File: config.mk
export PLATFORM = sky130hd
export DESIGN_NAME = pci_host_xlat
export DESIGN_NICKNAME = d
export VERILOG_FILES = /design/src/rtl/hostbr_pkg.sv /design/src/rtl/hostbr_misc_reg.sv /design/src/rtl/hostbr_decode.sv /design/src/rtl/hostbr_lanes.sv /design/src/rtl/pci_host_xlat.sv
export SDC_FILE = /design/constraint.sdc
export NUM_CORES = 1
export LEC_CHECK = 0
export BUFFER_PORTS_ARGS = -buffer_cell sky130_fd_sc_hd__buf_2
export CAP_MARGIN = 10
export CORE_AREA = 2 2 142 144
export CTS_CLUSTER_SIZE = 14
export DETAILED_ROUTE_END_ITERATION = 10
export DIE_AREA = 0 0 144 146
export HOLD_SLACK_MARGIN = 0.03
export SLEW_MARGIN = 20
export SYNTH_ARGS = -nofsm -noshare
export SYNTH_HDL_FRONTEND = slang
export SYNTH_SLANG_ARGS = --single-unit
File: constraint.sdc
create_clock -name clk -period 3.43 [get_ports clk]
set_clock_uncertainty 0.05 [all_clocks]
set_input_delay 0.5145 -clock clk [delete_from_list [all_inputs] [get_ports clk]]
set_output_delay 0.5145 -clock clk [all_outputs]
set_load 0.05 [all_outputs]
File: src/rtl/hostbr_pkg.sv
package hostbr_pkg;
  localparam int ADDR_W = 32;
  localparam int DATA_W = 32;

  localparam logic [3:0] CMD_MEM_RD = 4'h6;
  localparam logic [3:0] CMD_MEM_WR = 4'h7;
  localparam logic [3:0] CMD_CFG_RD = 4'hA;
  localparam logic [3:0] CMD_CFG_WR = 4'hB;

  typedef enum logic [2:0] {
    ST_IDLE,
    ST_RD,
    ST_GAP,
    ST_WR,
    ST_RSP
  } seq_state_e;

  typedef struct packed {
    logic              ok;
    logic              is_cfg;
    logic [1:0]        off;
    logic [ADDR_W-1:0] addr;
  } xlat_t;
endpackage

File: src/rtl/hostbr_misc_reg.sv
module hostbr_misc_reg #(
  parameter int MISC_W  = 8,
  parameter int MODE_LSB = 4,
  parameter logic [MISC_W-1:0] KEEP_MASK = 8'h3E
) (
  input  logic              clk,
  input  logic              rst,
  input  logic              we,
  input  logic [MISC_W-1:0] wdata,
  output logic [MISC_W-1:0] q,
  output logic              pin_oe,
  output logic              pin_o
);
  logic [1:0] mode_new;
  assign mode_new = wdata[MODE_LSB +: 2];

  always_ff @(posedge clk) begin
    if (rst) begin
      q      <= '0;
      pin_oe <= 1'b0;
      pin_o  <= 1'b0;
    end else if (we) begin
      q <= wdata & KEEP_MASK;
      case (mode_new)
        2'b01:   begin pin_oe <= 1'b1; pin_o <= 1'b0; end
        2'b10:   begin pin_oe <= 1'b1; pin_o <= 1'b1; end
        default: begin pin_oe <= 1'b0; pin_o <= 1'b0; end
      endcase
    end
  end

  assert_pin_input_R10: assert property (@(posedge clk) disable iff (rst)
    (q[MODE_LSB +: 2] == 2'b00 || q[MODE_LSB +: 2] == 2'b11) |-> !pin_oe);
  assert_pin_low_R10: assert property (@(posedge clk) disable iff (rst)
    (q[MODE_LSB +: 2] == 2'b01) |-> (pin_oe && !pin_o));
  assert_pin_high_R10: assert property (@(posedge clk) disable iff (rst)
    (q[MODE_LSB +: 2] == 2'b10) |-> (pin_oe && pin_o));
endmodule

File: src/rtl/hostbr_decode.sv
module hostbr_decode
  import hostbr_pkg::*;
#(
  parameter int DEV_W      = 5,
  parameter int FN_W       = 3,
  parameter int REG_W      = 8,
  parameter int MAX_DEV    = 18,
  parameter int IDSEL_BASE = 13,
  parameter logic [ADDR_W-1:0] CFG_LIMIT = 32'h0010_0000
) (
  input  logic              cfg_sel,
  input  logic [1:0]        hi_bits,
  input  logic [ADDR_W-1:0] req_addr,
  output xlat_t             xl
);
  localparam int FN_LSB  = REG_W;
  localparam int DEV_LSB = REG_W + FN_W;

  logic [DEV_W-1:0]  dev;
  logic [FN_W-1:0]   fn;
  logic [REG_W-1:0]  rg;
  logic [ADDR_W-1:0] idsel;
  logic [ADDR_W-1:0] cfg_addr;
  logic              dev_ok;
  logic              win_ok;

  assign dev = req_addr[DEV_LSB +: DEV_W];
  assign fn  = req_addr[FN_LSB +: FN_W];
  assign rg  = req_addr[REG_W-1:0];

  always_comb begin
    dev_ok   = (int'(dev) <= MAX_DEV);
    idsel    = dev_ok ? (ADDR_W'(1) << (IDSEL_BASE + int'(dev))) : '0;
    cfg_addr = idsel | (ADDR_W'(fn) << FN_LSB) | ADDR_W'({rg[REG_W-1:2], 2'b00});
    win_ok   = (req_addr[ADDR_W-1 -: 2] == 2'b10);
    xl.off   = req_addr[1:0];
    if (cfg_sel) begin
      xl.is_cfg = 1'b1;
      xl.ok     = dev_ok && (cfg_addr < CFG_LIMIT);
      xl.addr   = cfg_addr;
    end else begin
      xl.is_cfg = 1'b0;
      xl.ok     = win_ok;
      xl.addr   = {hi_bits, req_addr[ADDR_W-3:2], 2'b00};
    end
  end
endmodule

File: src/rtl/hostbr_lanes.sv
module hostbr_lanes
  import hostbr_pkg::*;
#(
  parameter int DW = DATA_W
) (
  input  logic [1:0]    size,
  input  logic [1:0]    off,
  input  logic [DW-1:0] old_word,
  input  logic [DW-1:0] new_data,
  output logic [DW-1:0] rd_data,
  output logic [DW-1:0] merged
);
  localparam int NB  = DW / 8;
  localparam int SHW = $clog2(DW);

  logic [DW-1:0]  size_mask;
  logic [DW-1:0]  shifted;
  logic [SHW-1:0] sh;
  int             nbytes;
  logic [NB-1:0]  lane_on;

  always_comb begin
    case (size)
      2'd0:    begin size_mask = DW'(8'hFF);    nbytes = 1;  end
      2'd1:    begin size_mask = DW'(16'hFFFF); nbytes = 2;  end
      default: begin size_mask = '1;            nbytes = NB; end
    endcase
    sh      = SHW'(off) << 3;
    rd_data = (old_word >> sh) & size_mask;
    shifted = (new_data & size_mask) << sh;
  end

  for (genvar g = 0; g < NB; g++) begin : g_lane
    assign lane_on[g] = (g >= int'(off)) && (g < int'(off) + nbytes);
    assign merged[8*g +: 8] = lane_on[g] ? shifted[8*g +: 8] : old_word[8*g +: 8];
  end
endmodule

File: src/rtl/pci_host_xlat.sv
module pci_host_xlat
  import hostbr_pkg::*;
#(
  parameter int DEV_W      = 5,
  parameter int FN_W       = 3,
  parameter int REG_W      = 8,
  parameter int MAX_DEV    = 18,
  parameter int IDSEL_BASE = 13,
  parameter logic [ADDR_W-1:0] CFG_LIMIT = 32'h0010_0000,
  parameter int MISC_W     = 8
) (
  input  logic              clk,
  input  logic              rst,
  input  logic              misc_we,
  input  logic [MISC_W-1:0] misc_wdata,
  output logic [MISC_W-1:0] misc_q,
  input  logic              abort_clr,
  output logic              abort_flag,
  output logic              rst_pin_oe,
  output logic              rst_pin_o,
  input  logic              req_valid,
  output logic              req_ready,
  input  logic              req_write,
  input  logic [1:0]        req_size,
  input  logic [ADDR_W-1:0] req_addr,
  input  logic [DATA_W-1:0] req_wdata,
  output logic              rsp_valid,
  input  logic              rsp_ready,
  output logic [DATA_W-1:0] rsp_rdata,
  output logic              rsp_err,
  output logic              bus_req,
  output logic [3:0]        bus_cmd,
  output logic [ADDR_W-1:0] bus_addr,
  output logic [DATA_W-1:0] bus_wdata,
  input  logic              bus_ack,
  input  logic              bus_abort,
  input  logic [DATA_W-1:0] bus_rdata
);
  localparam int IDSEL_LSB = REG_W + FN_W;
  localparam logic [DATA_W-1:0] ALL_ONES = '1;

  seq_state_e        state;
  xlat_t             xl;
  logic              lat_cfg;
  logic              lat_write;
  logic [1:0]        lat_size;
  logic [1:0]        lat_off;
  logic [DATA_W-1:0] lat_wdata;
  logic [DATA_W-1:0] rd_ext;
  logic [DATA_W-1:0] merged;
  logic              full_word;

  hostbr_misc_reg #(.MISC_W(MISC_W)) u_misc (
    .clk    (clk),
    .rst    (rst),
    .we     (misc_we),
    .wdata  (misc_wdata),
    .q      (misc_q),
    .pin_oe (rst_pin_oe),
    .pin_o  (rst_pin_o)
  );

  hostbr_decode #(
    .DEV_W(DEV_W), .FN_W(FN_W), .REG_W(REG_W), .MAX_DEV(MAX_DEV),
    .IDSEL_BASE(IDSEL_BASE), .CFG_LIMIT(CFG_LIMIT)
  ) u_dec (
    .cfg_sel  (misc_q[1]),
    .hi_bits  (misc_q[3:2]),
    .req_addr (req_addr),
    .xl       (xl)
  );

  hostbr_lanes #(.DW(DATA_W)) u_lanes (
    .size     (lat_size),
    .off      (lat_off),
    .old_word (bus_rdata),
    .new_data (lat_wdata),
    .rd_data  (rd_ext),
    .merged   (merged)
  );

  assign req_ready = (state == ST_IDLE);
  assign full_word = req_size[1];

  always_ff @(posedge clk) begin
    if (rst) begin
      state     <= ST_IDLE;
      bus_req   <= 1'b0;
      bus_cmd   <= CMD_MEM_RD;
      bus_addr  <= '0;
      bus_wdata <= '0;
      rsp_valid <= 1'b0;
      rsp_rdata <= '0;
      rsp_err   <= 1'b0;
      lat_cfg   <= 1'b0;
      lat_write <= 1'b0;
      lat_size  <= 2'd0;
      lat_off   <= 2'd0;
      lat_wdata <= '0;
    end else begin
      case (state)
        ST_IDLE: begin
          if (req_valid) begin
            lat_cfg   <= xl.is_cfg;
            lat_write <= req_write;
            lat_size  <= req_size;
            lat_off   <= xl.off;
            lat_wdata <= req_wdata;
            if (!xl.ok) begin
              rsp_valid <= 1'b1;
              rsp_err   <= 1'b1;
              rsp_rdata <= ALL_ONES;
              state     <= ST_RSP;
            end else begin
              bus_addr <= xl.addr;
              bus_req  <= 1'b1;
              if (req_write && !xl.is_cfg && full_word) begin
                bus_cmd   <= CMD_MEM_WR;
                bus_wdata <= req_wdata;
                state     <= ST_WR;
              end else begin
                bus_cmd <= xl.is_cfg ? CMD_CFG_RD : CMD_MEM_RD;
                state   <= ST_RD;
              end
            end
          end
        end
        ST_RD: begin
          if (bus_ack) begin
            bus_req <= 1'b0;
            if (bus_abort) begin
              rsp_valid <= 1'b1;
              rsp_err   <= 1'b1;
              rsp_rdata <= ALL_ONES;
              state     <= ST_RSP;
            end else if (lat_write) begin
              bus_wdata <= merged;
              bus_cmd   <= lat_cfg ? CMD_CFG_WR : CMD_MEM_WR;
              state     <= ST_GAP;
            end else begin
              rsp_valid <= 1'b1;
              rsp_err   <= 1'b0;
              rsp_rdata <= rd_ext;
              state     <= ST_RSP;
            end
          end
        end
        ST_GAP: begin
          bus_req <= 1'b1;
          state   <= ST_WR;
        end
        ST_WR: begin
          if (bus_ack) begin
            bus_req   <= 1'b0;
            rsp_valid <= 1'b1;
            rsp_err   <= bus_abort;
            rsp_rdata <= bus_abort ? ALL_ONES : '0;
            state     <= ST_RSP;
          end
        end
        ST_RSP: begin
          if (rsp_ready) begin
            rsp_valid <= 1'b0;
            state     <= ST_IDLE;
          end
        end
        default: state <= ST_IDLE;
      endcase
    end
  end

  always_ff @(posedge clk) begin
    if (rst)                                abort_flag <= 1'b0;
    else if (bus_req && bus_ack && bus_abort) abort_flag <= 1'b1;
    else if (abort_clr)                     abort_flag <= 1'b0;
  end

  assert_bus_hold_R11: assert property (@(posedge clk) disable iff (rst)
    (bus_req && !bus_ack) |=> (bus_req && $stable(bus_addr) && $stable(bus_cmd)));
  assert_rsp_hold_R11: assert property (@(posedge clk) disable iff (rst)
    (rsp_valid && !rsp_ready) |=> (rsp_valid && $stable(rsp_rdata) && $stable(rsp_err)));
  assert_single_txn_R11: assert property (@(posedge clk) disable iff (rst)
    (rsp_valid || bus_req) |-> !req_ready);
  assert_word_aligned_R1: assert property (@(posedge clk) disable iff (rst)
    bus_req |-> (bus_addr[1:0] == 2'b00));
  assert_idsel_onehot_R3: assert property (@(posedge clk) disable iff (rst)
    (bus_req && (bus_cmd == CMD_CFG_RD || bus_cmd == CMD_CFG_WR))
      |-> ($countones(bus_addr[ADDR_W-1:IDSEL_LSB]) == 1));
  assert_reject_no_cycle_R4: assert property (@(posedge clk) disable iff (rst)
    (state == ST_IDLE && req_valid && !xl.ok) |=> !bus_req);
  assert_abort_latch_R7: assert property (@(posedge clk) disable iff (rst)
    (bus_req && bus_ack && bus_abort) |=> abort_flag);
endmodule

* Word-level counts from Yosys, hierarchy flattened *
Index checks and enable logic that the tools add are counted.

storage, ports and cells
  bits in registers = 152
  logic and storage cells = 143

operators by class
  $add $sub $neg = 2
  magnitude comparators = 9
  equality and inequality tests = 19
  shifts and indexed selects = 3
  multiplexer cells = 63
  bitwise operators = 4
  reductions and logical operators = 26

operators by type and width
  cell                     count
  $mux W32                 15
  $pmux W32 S2             2
  $pmux W32 S3             1
  $and A32 B32 Y32         2
  $lt A3 B32 Y1 const A    2
  $lt A1 B32 Y1 const A    1
  $lt A2 B32 Y1 const A    1
  $lt A32 B21 Y1 const B   1
  $mux W4                  8
  $mux W8                  4
  $or A32 B11 Y32          1
  $or A32 B8 Y32           1
  $shl A1 B32 Y32 const A  1
  $shl A32 B5 Y32          1
  $shr A32 B5 Y32          1
  $mux W3                  7
  $mux W1                  18
  $pmux W3 S5              1
  $ne A2 B2 Y1 const B     7
  $reduce_and A7 Y1        2
  $reduce_and A6 Y1        2
  $logic_and A1 B1 Y1      8
  $pmux W4 S2              1
  $reduce_and A4 Y1        2
  other kinds (25)         36

* Longest topological paths before layout *
  depth after elaboration = 15
  gate-level depth with buffers = 13
  gate-level depth less buffers = 10

* By module *
A second synthesis with hierarchy kept.

second synthesis, totals
  cell total of the unflattened synthesis = 1,049
  area, all modules = 8,147.8 um^2

by module, submodules not included
  module           instances  cells an instance  area an instance (um^2)
  pci_host_xlat    1          724                5,910.7
  hostbr_lanes     1          226                1,529.0
  hostbr_decode    1          71                 415.4
  hostbr_misc_reg  1          28                 292.8

* Least setup slack after synthesis *
No wires, ideal clock.

  kind = flip-flop to flip-flop
  start point = register lat_size[1]
  end point = register bus_wdata[15]
  setup time = 0.133 ns
  arrival time = 2.864 ns
  required time = 3.247 ns
  setup slack = 0.383 ns
  stages on the path, launching flop included = 14
  buffers on the path = 3
  cell sequence = dfxtp_1 > clkbuf_1 > or2_2 > clkbuf_1 > inv_1 > ha_1 > inv_1 > fa_1 > or3b_1 > a31o_2 > clkbuf_1 > mux2_2 > a21oi_1 > a211oi_2

on the way
  cells in the longest elaborated chain, start to end = 10
  elaborated cells between the ends (all ways) = 14
  those cells by class = 1 x add/sub; 1 x order compare; 1 x eq/ne; 1 x shift; 7 x mux; 1 x bitwise; 2 x reduce/logical

ends and longest elaborated chain
  item                                                     line                  source
  from (decl)                                              pci_host_xlat.sv:46   logic [1:0] lat_size;
  from (signal assigned)                                   pci_host_xlat.sv:106  lat_size <= req_size;
  $eq A2 B1 Y1 / $logic_not A2 Y1 (equally long branches)  hostbr_lanes.sv:23    case (size)
  $pmux W3 S2                                              hostbr_lanes.sv:23
  $add A2 B3 Y4                                            hostbr_lanes.sv:34    assign lane_on[g] = (g >= int'(off)) && (g < int'(off) + nbytes);
  $lt A2 B32 Y1                                            hostbr_lanes.sv:34
  $logic_and A1 B1 Y1                                      hostbr_lanes.sv:34
  $mux W8 (*)                                              hostbr_lanes.sv:35    assign merged[8*g +: 8] = lane_on[g] ? shifted[8*g +: 8] : old_word[8*g +: 8];
  $mux W32 (*)                                             pci_host_xlat.sv:136  end else if (lat_write) begin
  $mux W32 (*)                                             pci_host_xlat.sv:131  if (bus_abort) begin
  $mux W32 (*)                                             pci_host_xlat.sv:129  if (bus_ack) begin
  $pmux W32 S2 (*)                                         pci_host_xlat.sv:101  case (state)
  to (signal assigned)                                     pci_host_xlat.sv:119  bus_wdata <= req_wdata;
  to (signal assigned)                                     pci_host_xlat.sv:137  bus_wdata <= merged;
  to (decl)                                                pci_host_xlat.sv:34   output logic [DATA_W-1:0] bus_wdata,

Every way passes the cells marked *; elsewhere a longest branch is shown, timed or not. The select of a mux whose other input is x is not followed.
A chain may end at the register's enable or synchronous reset.

* Worst setup path in the final report *
  start point = register lat_size[0]
  end point = register bus_wdata[17]

on the way
  cells in the longest elaborated chain, start to end = 10
  elaborated cells between the ends (all ways) = 14
  those cells by class = 1 x add/sub; 1 x order compare; 1 x eq/ne; 1 x shift; 7 x mux; 1 x bitwise; 2 x reduce/logical

ends and longest elaborated chain
  item                                                     line
  $eq A2 B1 Y1 / $logic_not A2 Y1 (equally long branches)  hostbr_lanes.sv:23
  $pmux W3 S2                                              hostbr_lanes.sv:23
  $add A2 B3 Y4                                            hostbr_lanes.sv:34
  $lt A3 B32 Y1                                            hostbr_lanes.sv:34
  $logic_and A1 B1 Y1                                      hostbr_lanes.sv:34
  $mux W8 (*)                                              hostbr_lanes.sv:35
  $mux W32 (*)                                             pci_host_xlat.sv:136
  $mux W32 (*)                                             pci_host_xlat.sv:131
  $mux W32 (*)                                             pci_host_xlat.sv:129
  $pmux W32 S2 (*)                                         pci_host_xlat.sv:101

Marked as above.

==> flow_summary.json <==
{
  "ir_drop_uv": 346.7,
  "ys_warn_count": 0,
  "port_buffers": 222,
  "ys_ff_latch": 151,
  "synthCells": 977,
  "setup.worst_path.class": "flip-flop to flip-flop",
  "synth_top_area_cell": "dfxtp_1",
  "max_slew_margin_pct": 36.52,
  "cts_root_buf": "clkbuf_16",
  "setup_viol": 0,
  "io_pins": 230,
  "status": "completed",
  "fmax_ghz": 0.3273,
  "fin_crit_ns": 3.055,
  "avgSynthCellArea_um2": 7.704,
  "gp_congestion": 0.8889,
  "drive_gt1_share_pct": 26.83,
  "rsz0062_at_grt": "no",
  "initial_core_util_pct": 38.93,
  "tritoncts": "yes",
  "wire_per_inst_um": 18.09,
  "synth_cell_type_count": 60,
  "dr_total_vias": 7707,
  "initialDrtViolationCount": 618,
  "hp-class": "input pin to flip-flop",
  "crit_arrival_ns": 3.33,
  "clkSinkCount": 151,
  "cp_data_required_time_ns": 3.70,
  "power_density_nw_per_um2": 590.4,
  "end_kind": "flip-flop",
  "grtUsageTotal_pct": 24.18,
  "dp_hpwl_mm": 18.63,
  "cp_max_fo": 8,
  "areaGrowthSynthToFinish_pct": 24.47,
  "cts_resized": 0,
  "die_h_um": 146,
  "drtAntennaViolNets": 0,
  "htree_levels": 4,
  "drv_slew": 0,
  "max-cap-violations": 0,
  "critPathLaunchType": "flip-flop",
  "grt_pass1_wl_mm": 39.63,
  "tns_ns": 0,
  "grt_max_degree": 71,
  "grt-ovfl-total": 0,
  "path_clk_slew_ns": 0.07,
  "coreArea_um2": 19330,
  "synthFlopType": "dfxtp_1",
  "grt_pass1_vias": 7166,
  "via_per_inst": 5.393,
  "placed_area_um2": 8741,
  "final_area_um2": 9369,
  "dp_slack_ns": 0.4299,
  "hold_viol": 0,
  "drt_wl_total_mm": 25.85,
  "route.detailed.drc": 0,
  "cts_buffer_depth": 2,
  "drtPass1Iterations": 7,
  "worstMarginPinSlew_ns": 0.9502,
  "leakage_nw": 3.941,
  "holdBufCountCts": 0,
  "fin_crit_sh_pct": 89.08,
  "synth_edf_count": 0,
  "ys_seq_area_share_pct": 40.16,
  "cts_buffers": 17,
  "rows": 51,
  "postCtsSetupRepairBufs": 0,
  "antenna_found_initial": 4,
  "synth_top_area_share_pct": 40.16,
  "dieArea_um2": 21020,
  "syn_area_um2": 7527,
  "die_w_um": 144,
  "insertion_delay_ns": 0.43,
  "nets": 1269,
  "synthTopCellsByArea": "dfxtp_1 40%, nand2_1 8.6%, a21oi_1 7.6%",
  "timing.final.ws_setup_ns": 0.3745,
  "synthArstFlopShare_pct": 0
}
flip-flops by register name, summed over array words and instances (netlist names), 2 cells and up:
| signal | flops |
|---|---|
| bus_addr | 32 |
| bus_cmd | 3 |
| bus_wdata | 32 |
| lat_off | 2 |
| lat_size | 2 |
| lat_wdata | 32 |
| rsp_rdata | 32 |
| state | 3 |
| u_misc.q | 5 |
worst max-delay path, stage by stage (launching register included):
cell and delay, ns:
dfxtp_1 0.31, or2_2 0.37, inv_1 0.10, ha_1 0.15, inv_1 0.05, fa_1 0.38
or3b_1 0.43, nor3_2 0.40, or2_2 0.31, a211oi_1 0.11, a31o_2 0.28
layout by cell type, fill, tap and decap left out, drive strengths merged, types with 4 or more instances in the layout:
master / instances
buf: 241
nand2: 174
dfxtp: 151
nor2: 120
a21oi: 115
a211oi: 42
o21ai: 40
nor3: 37
mux2: 24
mux2i: 23
nand3: 19
clkbuf: 19
o211ai: 18
inv: 13
nand2b: 11
a221oi: 11
nor3b: 9
nor2b: 8
o311a: 8
and3: 7
a311oi: 6
nand3b: 6
clkinv: 6
nor4: 5
a2111o: 5
conb: 4
bufinv: 4
a31oi: 4
stage by stage:
| stage | util [%] | total power [mW] | hold WS [ns] | std cells |
|---|---|---|---|---|
| finish | 48.46 | 5.532 | 0.2630 | 1429 |
| global route | 48.46 | 5.774 | 0.2640 | 1429 |
| CTS | 48.44 | 5.558 | 0.2546 | 1428 |
| detailed placement | 45.21 | 3.539 | 0.3939 | 1396 |
| global placement | 45.21 | 3.527 | 0.3890 | 1396 |
| floorplan | - | 3.131 | 0.3815 | 979 |
cell usage after synthesis (2+ instances only):
| library cell | instances |
|---|---|
| buf_1 | 4 |
| o311a_1 | 8 |
| dfxtp_1 | 151 |
| a22oi_1 | 2 |
| and2_1 | 3 |
| a211oi_1 | 41 |
| o211ai_1 | 18 |
| clkinv_1 | 2 |
| a221oi_1 | 11 |
| conb_1 | 2 |
| a21oi_1 | 115 |
| and3_1 | 7 |
| nor4_1 | 5 |
| o21a_1 | 2 |
| a2111o_1 | 5 |
| nor2_1 | 119 |
| buf_2 | 25 |
| a31o_2 | 3 |
| or2_2 | 2 |
| nand2_1 | 173 |
| clkbuf_1 | 48 |
| nor3_1 | 36 |
| nand2b_1 | 11 |
| buf_4 | 9 |
| mux2i_1 | 23 |
| a31oi_1 | 3 |
| nand3b_1 | 6 |
| nor3b_1 | 8 |
| a311oi_1 | 6 |
| ha_1 | 3 |
| o21ai_0 | 39 |
| buf_6 | 2 |
| nor2b_1 | 8 |
| inv_1 | 8 |
| nand3_1 | 19 |
| mux2_2 | 24 |
| nand4_1 | 3 |
area by class of cell:
cell class	count	area (um2)
fillers	2004	9966
diodes	1	2.502
flip-flops and latches	151	3024
clock buffers	19	432.9
clock inverters	13	192.7
repair buffers	241	1269
multi-input cells	727	4066
inverters	12	50.05
well taps	265	331.6
per-layer routing:
metal  vias up  global-route usage, %  part of all wire [%]
li1       3774                      -                     -
met5         -                      0                 0.054
met3        45                  8.358                    10
met2       330                  35.45                    43
met4         4                  7.598                   2.2
met1      3554                  33.29                    44
where the power goes:
part,switching (mW),internal (mW)
logic,1.07,0.421
registers,0.103,1.91
clock network,0.794,1.23
path summary, 6_finish.rpt:
check	from	to	slack, ns	cells after the start
max	lat_size[0]$_SDFFE_PP0P_	bus_wdata[17]$_SDFFE_PP0P_	0.37	10
min	req_addr[6]	bus_addr[6]$_SDFFE_PP0P_	0.26	3
max reg2reg	lat_size[0]$_SDFFE_PP0P_	bus_wdata[17]$_SDFFE_PP0P_	0.37	10
min reg2reg	bus_addr[11]$_SDFFE_PP0P_	bus_addr[11]$_SDFFE_PP0P_	0.40	2
cell families after synthesis:
group / Yosys count / share of synthesized area [%]
mux: 47 / 6.649
buf+inv: 101 / 6.183
simple gates: 408 / 23.89
flops: 151 / 40.16
fa+ha+maj: 4 / 0.7647
other cells: 2 / 0.09977
compound gates: 264 / 22.26
Power figures use the tool's default switching activity.
